### src/rtl/fdiv_sc_pkg.sv
package fdiv_sc_pkg;
   typedef enum logic [2:0] {
      FC_ZERO = 3'd0,
      FC_NORM = 3'd1,
      FC_INF  = 3'd2,
      FC_QNAN = 3'd3,
      FC_SNAN = 3'd4
   } fcls_e;

   typedef enum logic [1:0] {
      SEL_NONE = 2'd0,
      SEL_DVD  = 2'd1,
      SEL_DVS  = 2'd2
   } psel_e;

   // one-hot view of an operand class
   typedef struct packed {
      logic zero;
      logic norm;
      logic inf;
      logic qnan;
      logic snan;
   } cls_oh_t;
endpackage

### src/rtl/fdiv_sc_decode.sv
module fdiv_sc_decode
   import fdiv_sc_pkg::*;
#(
   parameter int CLS_W = 3
) (
   input  logic [CLS_W-1:0] cls_i,
   output cls_oh_t          oh_o
);
   localparam int HI_W = (CLS_W > 3) ? CLS_W - 3 : 1;

   logic high_set;

   generate
      if (CLS_W > 3) begin : g_wide
         assign high_set = |cls_i[CLS_W-1 -: HI_W];
      end else begin : g_exact
         assign high_set = 1'b0;
      end
   endgenerate

   always_comb begin
      oh_o = '0;
      if (high_set) begin
         oh_o.snan = 1'b1;
      end else begin
         case (cls_i[2:0])
            FC_ZERO: oh_o.zero = 1'b1;
            FC_NORM: oh_o.norm = 1'b1;
            FC_INF:  oh_o.inf  = 1'b1;
            FC_QNAN: oh_o.qnan = 1'b1;
            default: oh_o.snan = 1'b1; // signalling and reserved codes
         endcase
      end
   end
endmodule

### src/rtl/fdiv_sc_nanpick.sv
module fdiv_sc_nanpick
   import fdiv_sc_pkg::*;
#(
   parameter bit TIE_TO_DIVISOR = 1'b1
) (
   input  cls_oh_t     dvd_i,
   input  cls_oh_t     dvs_i,
   output logic        any_nan_o,
   output logic        any_snan_o,
   output logic [1:0]  sel_o
);
   logic dvd_nan, dvs_nan;
   logic [1:0] tie_sel;

   assign dvd_nan    = dvd_i.qnan | dvd_i.snan;
   assign dvs_nan    = dvs_i.qnan | dvs_i.snan;
   assign any_nan_o  = dvd_nan | dvs_nan;
   assign any_snan_o = dvd_i.snan | dvs_i.snan;

   generate
      if (TIE_TO_DIVISOR) begin : g_tie_dvs
         assign tie_sel = SEL_DVS;
      end else begin : g_tie_dvd
         assign tie_sel = SEL_DVD;
      end
   endgenerate

   always_comb begin
      if (!any_nan_o)                      sel_o = SEL_NONE;
      else if (dvd_nan && !dvs_nan)        sel_o = SEL_DVD;
      else if (dvs_nan && !dvd_nan)        sel_o = SEL_DVS;
      else if (dvd_i.snan && !dvs_i.snan)  sel_o = SEL_DVD;
      else if (dvs_i.snan && !dvd_i.snan)  sel_o = SEL_DVS;
      else                                 sel_o = tie_sel;
   end
endmodule

### src/rtl/fdiv_sc_rules.sv
module fdiv_sc_rules
   import fdiv_sc_pkg::*;
#(
   parameter int CLS_W     = 3,
   parameter int PAYLOAD_W = 8,
   parameter bit DNAN_SIGN = 1'b0,
   parameter logic [PAYLOAD_W-1:0] DNAN_PAYLOAD = '0
) (
   input  cls_oh_t                dvd_i,
   input  cls_oh_t                dvs_i,
   input  logic                   dvd_sign_i,
   input  logic                   dvs_sign_i,
   input  logic                   any_nan_i,
   input  logic [1:0]             nan_sel_i,
   output logic [CLS_W-1:0]       cls_o,
   output logic                   sign_o,
   output logic [1:0]             sel_o,
   output logic                   use_dp_o,
   output logic [PAYLOAD_W-1:0]   payload_o,
   output logic                   inf_inf_o,
   output logic                   zero_zero_o,
   output logic                   div_zero_o
);
   logic       sgn_x;
   logic       nan_is_snan;
   logic       nan_sign;

   assign sgn_x       = dvd_sign_i ^ dvs_sign_i;
   assign nan_is_snan = (nan_sel_i == SEL_DVD) ? dvd_i.snan : dvs_i.snan;
   assign nan_sign    = (nan_sel_i == SEL_DVD) ? dvd_sign_i : dvs_sign_i;

   function automatic logic [CLS_W-1:0] code(fcls_e c);
      return CLS_W'(c);
   endfunction

   always_comb begin
      cls_o       = code(FC_NORM);
      sign_o      = sgn_x;
      sel_o       = SEL_NONE;
      use_dp_o    = 1'b0;
      payload_o   = '0;
      inf_inf_o   = 1'b0;
      zero_zero_o = 1'b0;
      div_zero_o  = 1'b0;
      if (any_nan_i) begin
         sel_o  = nan_sel_i;
         cls_o  = nan_is_snan ? code(FC_SNAN) : code(FC_QNAN);
         sign_o = nan_sign;
      end else if (dvd_i.inf) begin
         if (dvs_i.inf) begin
            cls_o     = code(FC_QNAN);
            sign_o    = DNAN_SIGN;
            payload_o = DNAN_PAYLOAD;
            inf_inf_o = 1'b1;
         end else begin
            cls_o  = code(FC_INF);
            sign_o = dvd_sign_i;
            sel_o  = SEL_DVD;
         end
      end else if (dvd_i.zero) begin
         if (dvs_i.zero) begin
            cls_o       = code(FC_QNAN);
            sign_o      = DNAN_SIGN;
            payload_o   = DNAN_PAYLOAD;
            zero_zero_o = 1'b1;
         end else begin
            cls_o  = code(FC_ZERO);
            sign_o = dvd_sign_i;
            sel_o  = SEL_DVD;
         end
      end else if (dvs_i.inf) begin
         cls_o = code(FC_ZERO);
      end else if (dvs_i.zero) begin
         cls_o      = code(FC_INF);
         div_zero_o = 1'b1;
      end else begin
         cls_o    = code(FC_NORM);
         use_dp_o = 1'b1;
      end
   end
endmodule

### src/rtl/fdiv_special.sv
module fdiv_special
   import fdiv_sc_pkg::*;
#(
   parameter int CLS_W          = 3,
   parameter int PAYLOAD_W      = 8,
   parameter bit DNAN_SIGN      = 1'b0,
   parameter logic [PAYLOAD_W-1:0] DNAN_PAYLOAD = PAYLOAD_W'(1) << (PAYLOAD_W - 1),
   parameter bit TIE_TO_DIVISOR = 1'b1
) (
   input  logic [CLS_W-1:0]     dvd_cls_i,
   input  logic                 dvd_sign_i,
   input  logic [CLS_W-1:0]     dvs_cls_i,
   input  logic                 dvs_sign_i,
   output logic [CLS_W-1:0]     res_cls_o,
   output logic                 res_sign_o,
   output logic [1:0]           pass_sel_o,
   output logic                 use_dp_o,
   output logic [PAYLOAD_W-1:0] payload_o,
   output logic                 inv_snan_o,
   output logic                 inv_inf_inf_o,
   output logic                 inv_zero_zero_o,
   output logic                 div_zero_o
);
   localparam int N_OPS = 2;

   generate
      if (CLS_W < 3) begin : g_bad_cls
         $error("fdiv_special: CLS_W must be at least 3");
      end
      if (PAYLOAD_W < 1) begin : g_bad_pay
         $error("fdiv_special: PAYLOAD_W must be at least 1");
      end
   endgenerate

   logic [N_OPS-1:0][CLS_W-1:0] cls_in;
   cls_oh_t                     op_oh [N_OPS];
   logic                        any_nan;
   logic [1:0]                  nan_sel;

   assign cls_in[0] = dvd_cls_i;
   assign cls_in[1] = dvs_cls_i;

   generate
      for (genvar g = 0; g < N_OPS; g++) begin : g_dec
         fdiv_sc_decode #(.CLS_W(CLS_W)) i_dec (
            .cls_i (cls_in[g]),
            .oh_o  (op_oh[g])
         );
      end
   endgenerate

   fdiv_sc_nanpick #(.TIE_TO_DIVISOR(TIE_TO_DIVISOR)) i_nan (
      .dvd_i      (op_oh[0]),
      .dvs_i      (op_oh[1]),
      .any_nan_o  (any_nan),
      .any_snan_o (inv_snan_o),
      .sel_o      (nan_sel)
   );

   fdiv_sc_rules #(
      .CLS_W        (CLS_W),
      .PAYLOAD_W    (PAYLOAD_W),
      .DNAN_SIGN    (DNAN_SIGN),
      .DNAN_PAYLOAD (DNAN_PAYLOAD)
   ) i_rules (
      .dvd_i       (op_oh[0]),
      .dvs_i       (op_oh[1]),
      .dvd_sign_i  (dvd_sign_i),
      .dvs_sign_i  (dvs_sign_i),
      .any_nan_i   (any_nan),
      .nan_sel_i   (nan_sel),
      .cls_o       (res_cls_o),
      .sign_o      (res_sign_o),
      .sel_o       (pass_sel_o),
      .use_dp_o    (use_dp_o),
      .payload_o   (payload_o),
      .inf_inf_o   (inv_inf_inf_o),
      .zero_zero_o (inv_zero_zero_o),
      .div_zero_o  (div_zero_o)
   );
endmodule

### config.mk
export PLATFORM = sky130hd
export DESIGN_NAME = fdiv_special
export DESIGN_NICKNAME = d
export VERILOG_FILES = /design/src/rtl/fdiv_sc_pkg.sv /design/src/rtl/fdiv_sc_decode.sv /design/src/rtl/fdiv_sc_nanpick.sv /design/src/rtl/fdiv_sc_rules.sv /design/src/rtl/fdiv_special.sv
export SDC_FILE = /design/constraint.sdc
export NUM_CORES = 1
export LEC_CHECK = 0
export ABC_AREA = 1
export ABC_CLOCK_PERIOD_IN_PS = 1180
export BUFFER_PORTS_ARGS = -buffer_cell sky130_fd_sc_hd__buf_2
export CAP_MARGIN = 25
export CELL_PAD_IN_SITES_DETAIL_PLACEMENT = 2
export CELL_PAD_IN_SITES_GLOBAL_PLACEMENT = 2
export CORE_MARGIN = 1.5
export CORE_UTILIZATION = 20
export DETAILED_ROUTE_END_ITERATION = 8
export PLACE_DENSITY_LB_ADDON = 0.25
export SLEW_MARGIN = 10
export SYNTH_ARGS = -nofsm -noshare
export SYNTH_HDL_FRONTEND = slang
export SYNTH_SLANG_ARGS = --single-unit
### constraint.sdc
create_clock -name vclk -period 1.18
set_clock_uncertainty 0.15 [all_clocks]
set_input_delay 0.059 -clock vclk [all_inputs]
set_output_delay 0.059 -clock vclk [all_outputs]
set_load 0.01 [all_outputs]
* Word level (Yosys, flattened, before mapping)
Index checks and enable logic that the tools add are counted.
Storage, ports and cells: memories kept 0, output and inout bits 19, ROM bits 0, RAM bits 0, flip-flop bits (word level) 0, latch bits 0
Cells by class: shift operators 0, equal/unequal tests 7, div/mod/pow operators 0, $lt $le $gt $ge 0, bitwise logic cells 5, reductions and logical operators 9, mux-type cells 53, add/sub/neg operators 0, multiply operators 0
Operators by type and width (count):
- two-way mux 8 bit | 5
- two-way mux 1 bit | 34
- two-way mux 2 bit | 9
- two-way mux 3 bit | 5
- == test 3 x 2 -> 1 bit, second input constant | 4
- OR reduction 4 bit | 2
- == test 3 x 1 -> 1 bit, second input constant | 2
- logical NOT 3 bit | 2
- bitwise OR 1 bit | 4
- logical AND 1 bit | 3
- == test 2 x 1 -> 1 bit, second input constant | 1
- logical NOT 1 bit | 2
- XOR 1 bit | 1

* Depth between registers and ports, before layout
depth after elaboration 13, mapped depth 8, mapped depth without buffers 8

* Modules after synthesis
Synthesis repeated with hierarchy kept, for this count alone.
Second synthesis, totals: cell total of the unflattened synthesis 91, area, all modules 410.4 µm²
By module, submodules not included:
- fdiv_sc_rules | seq. area each 0.0 µm², cells an instance 59, area each 285.3 µm², times used 1
- fdiv_sc_decode | seq. area each 0.0 µm², cells an instance 10, area each 37.5 µm², times used 2
- fdiv_sc_nanpick | seq. area each 0.0 µm², cells an instance 12, area each 50.0 µm², times used 1

* Worst setup path after synthesis
Ideal clock, no wire load.
path kind input -> output, start in dvd_cls_i[2], end out res_cls_o[0], stages 7, arrival 697 ps, data required time 971 ps, setup slack 274 ps, path through inv_2 > nand2_4 > nor2_4 > nand2_2 > nand2_2 > nor2_1 > nor2_1
On the way: cells in the longest elaborated chain, start to end 13, elaborated cells between the ends (all ways) 25
RTL lines:
- start: declaration | line fdiv_special.sv:10 | input logic [CLS_W-1:0] dvd_cls_i,
- == test 3 x 1 -> 1 bit, or another cell as far along | line fdiv_sc_decode.sv:26 | case (cls_i[2:0])
- OR reduction 4 bit (no line)
- two-way mux 1 bit | line fdiv_sc_decode.sv:26
- bitwise OR 1 bit | line fdiv_sc_nanpick.sv:15 | assign dvd_nan = dvd_i.qnan | dvd_i.snan;
- logical NOT 1 bit | line fdiv_sc_nanpick.sv:31 | else if (dvs_nan && !dvd_nan) sel_o = SEL_DVS;
- logical AND 1 bit | line fdiv_sc_nanpick.sv:31
- two-way mux 2 bit | line fdiv_sc_nanpick.sv:31
- two-way mux 2 bit | line fdiv_sc_nanpick.sv:30 | else if (dvd_nan && !dvs_nan) sel_o = SEL_DVD;
- two-way mux 2 bit | line fdiv_sc_nanpick.sv:29 | if (!any_nan_o) sel_o = SEL_NONE;
- == test 2 x 1 -> 1 bit | line fdiv_sc_rules.sv:29 | assign nan_is_snan = (nan_sel_i == SEL_DVD) ? dvd_i.snan : dvs_i.snan;
- two-way mux 1 bit | line fdiv_sc_rules.sv:29
- two-way mux 3 bit | line fdiv_sc_rules.sv:47 | cls_o = nan_is_snan ? code(FC_SNAN) : code(FC_QNAN);
- two-way mux 3 bit * | line fdiv_sc_rules.sv:45 | if (any_nan_i) begin
- end: declaration | line fdiv_special.sv:14 | output logic [CLS_W-1:0] res_cls_o,
Mark *: on every way between the ends. The rest lies on a longest branch, timed or not.

* Final worst setup path
start in dvs_cls_i[2], end out res_sign_o
On the way: cells in the longest elaborated chain, start to end 11, elaborated cells between the ends (all ways) 26
RTL lines:
- start: declaration | line fdiv_special.sv:12 | input logic [CLS_W-1:0] dvs_cls_i,
- == test 3 x 1 -> 1 bit, or another cell as far along | line fdiv_sc_decode.sv:26
- OR reduction 4 bit (no line)
- two-way mux 1 bit | line fdiv_sc_decode.sv:26
- bitwise OR 1 bit | line fdiv_sc_nanpick.sv:16 | assign dvs_nan = dvs_i.qnan | dvs_i.snan;
- logical AND 1 bit or logical NOT 1 bit (tied branches) | line fdiv_sc_nanpick.sv:31, fdiv_sc_nanpick.sv:30
- two-way mux 2 bit or logical AND 1 bit (tied branches) | line fdiv_sc_nanpick.sv:31, fdiv_sc_nanpick.sv:30
- two-way mux 2 bit | line fdiv_sc_nanpick.sv:30
- two-way mux 2 bit | line fdiv_sc_nanpick.sv:29
- == test 2 x 1 -> 1 bit | line fdiv_sc_rules.sv:30 | assign nan_sign = (nan_sel_i == SEL_DVD) ? dvd_sign_i : dvs_sign_i;
- two-way mux 1 bit | line fdiv_sc_rules.sv:30
- two-way mux 1 bit * | line fdiv_sc_rules.sv:45
- end: declaration | line fdiv_special.sv:15 | output logic res_sign_o,
Marks and branches as above.

==> flow_summary.toml <==
[grt]
antenna_found_initial = 0
grt_usage_pct = 9.497
grt-ovfl-total = 0
grt_pass1_wl_um = 1490
grt_max_degree = 6
grt_pass1_vias = 353

[synthesis]
ys_types = 17
synth-seq-area-share_pct = 0
synth-adder-area-share_pct = 0
synth_area_um2 = 360.3
synthSimpleGateAreaFrac_pct = 57.99
synthMuxAreaShare_pct = 0
syn_inst = 65
synth-xor-area-share_pct = 2.431
yosysWarnings = 0
synth_compound_area_share_pct = 9.375
avgSynthCellArea_um2 = 5.544
synth_top_family_by_area = "simple AND/OR/NAND/NOR gates"

[critical_path]
required_ns = 0.97
critPathTopFamily = "buffers and inverters"
slowest_stage = "nor2_4"
slowest_delay_ns = 0.16
start_kind = "input pin"
crit_buf_inv = 4
end_kind = "output pin"
worstPathMaxFanout = 4
worstSetupPathType = "in -> out"
timing.critical_path.arrival_ns = 0.90
path_cells = "buf_2 -> inv_2 -> nand2_2 -> nor2_4 -> inv_2 -> nand2_1 -> nor2_1 -> a21oi_2 -> buf_2"

[sta]
max_freq_mhz = 899.8
rsz0062_at_grt = "true"
slew_viol_final = 0
setup-violations-final = 0
fin_crit_sh_pct = 94.19
hold-worst-slack_ns = 0.3072
finalHoldViolCount = 0
period_needed_ns = 1.111

[floorplan]
start_util_pct = 21.10
die_area_um2 = 2065
die_w_um = 45.45
die_h_um = 45.45
placement_rows = 15
ios = 27
core_area_um2 = 1708

[detailed_routing]
drc = 0
wl_per_cell_um = 8.973
num_vias = 426
firstDrtPassIters = 1
ant_nets = 0
vias_per_cell = 3.873
finalWirelength_um = 987
drtIter0Drc = 0

[final_layout]
multiInputGateArea_um2 = 289.0
insertedDiodeCount = 0
area_growth_pct = 34.03
regArea_um2 = 0
stdcell_count = 110
fin_area_um2 = 483.0
fill_cells = 222
nClkBuffers = 0
layout-drive-gt1-share_pct = 52.94
design.seq.count = 0
fin_nets = 95

[placed_design]
dp_hpwl_um = 930.4
dp.cells = 109
place_area_um2 = 461.7
numPortBuffers = 20
gp_congestion = 0.6928

[power]
p_per_area_nw_per_um2 = 349.5
total_power_mw = 0.1688
ir_drop_mv = 0.1111
p_leak_nw = 0.3134

[worst_hold_path]
hold_path_class = "in -> out"

[run]
cap_viol_max_count = 0

[status]
status = "completed"
## repair_timing
item | CTS | global route
hold buffers | 0 | 0
endpoints found under the setup margin | 1 | 4
pin swaps | 0 | 3
buffers inserted | 0 | 1
gates cloned | 0 | 0
resized for setup | 1 | 5
## area by class of cell
type / instances / area share [%]
tap: 25 / 6.477
inverter: 14 / 11.40
multi-input combinational: 50 / 59.84
timing repair buffer: 21 / 22.28
## kinds of logic (layout without fill, tap and decap cells)
family | count (synthesis) | count (layout)
buffers and inverters | 21 | 35
other | 1 | 7
XOR/XNOR | 1 | 1
AO/OA/AOI/OAI | 5 | 5
AND/OR/NAND/NOR | 37 | 37
## per-layer routing
layer | vias to the layer above | share of wire, % | GRT usage, %
met5 | - | 0 | 0
met4 | 0 | 0 | 0
met3 | 0 | 3.4 | 0
met2 | 10 | 55 | 17.46
met1 | 195 | 41 | 13.10
li1 | 221 | - | -
## synthesized netlist by cell type, types with 2 or more instances
| library cell | n | area, um2 |
|---|---|---|
| nand2_1 | 15 | 56.30 |
| nor2_2 | 2 | 12.51 |
| o21ai_0 | 2 | 10.01 |
| nor3_1 | 2 | 10.01 |
| inv_2 | 6 | 22.52 |
| buf_4 | 7 | 52.55 |
| nand3_1 | 2 | 10.01 |
| inv_1 | 7 | 26.28 |
| nor2_4 | 3 | 33.78 |
| a21oi_2 | 2 | 17.52 |
| nand2_2 | 6 | 37.54 |
| nand2_4 | 3 | 33.78 |
| nor2_1 | 4 | 15.01 |
## where the power goes
part	internal, mW	switching (mW)
Sequential	0	0
Combinational	0.0601	0.109
Clock	0	0
Total	0.0601	0.109
## metrics by stage
stage	TNS [ns]	worst slack (ns)	util [%]
6_report	0	0.06861	28.28
5_1_grt	-0.03809	-0.03431	28.28
4_1_cts	0	0.01989	27.03
3_5_place_dp	-0.02949	-0.02949	27.03
3_3_place_gp	0	0.007186	27.03
2_1_floorplan	0	0.2743	-
## final timing paths
path	startpoint	end	slack [ns]	depth (start not counted)
setup / recovery	dvs_cls_i[2]	res_sign_o	0.07	9
hold / removal	dvd_cls_i[2]	res_cls_o[2]	0.31	4
## cell usage in the layout (no fill, tap or decap)
master and n:
inv_2 5, nor2_2 2, clkinv_1 1, nand2_4 4
xor2_1 1, nor3_1 2, conb_1 7, o21ai_1 1
nor2_1 4, buf_2 20, a21oi_2 2, a31oi_1 1
nand2_1 14, inv_4 1, nand3_1 2, nand2_2 6
buf_4 1, o21ai_2 1, nor2_4 3, inv_1 7
No activity file was read; power rests on OpenSTA's default activity.
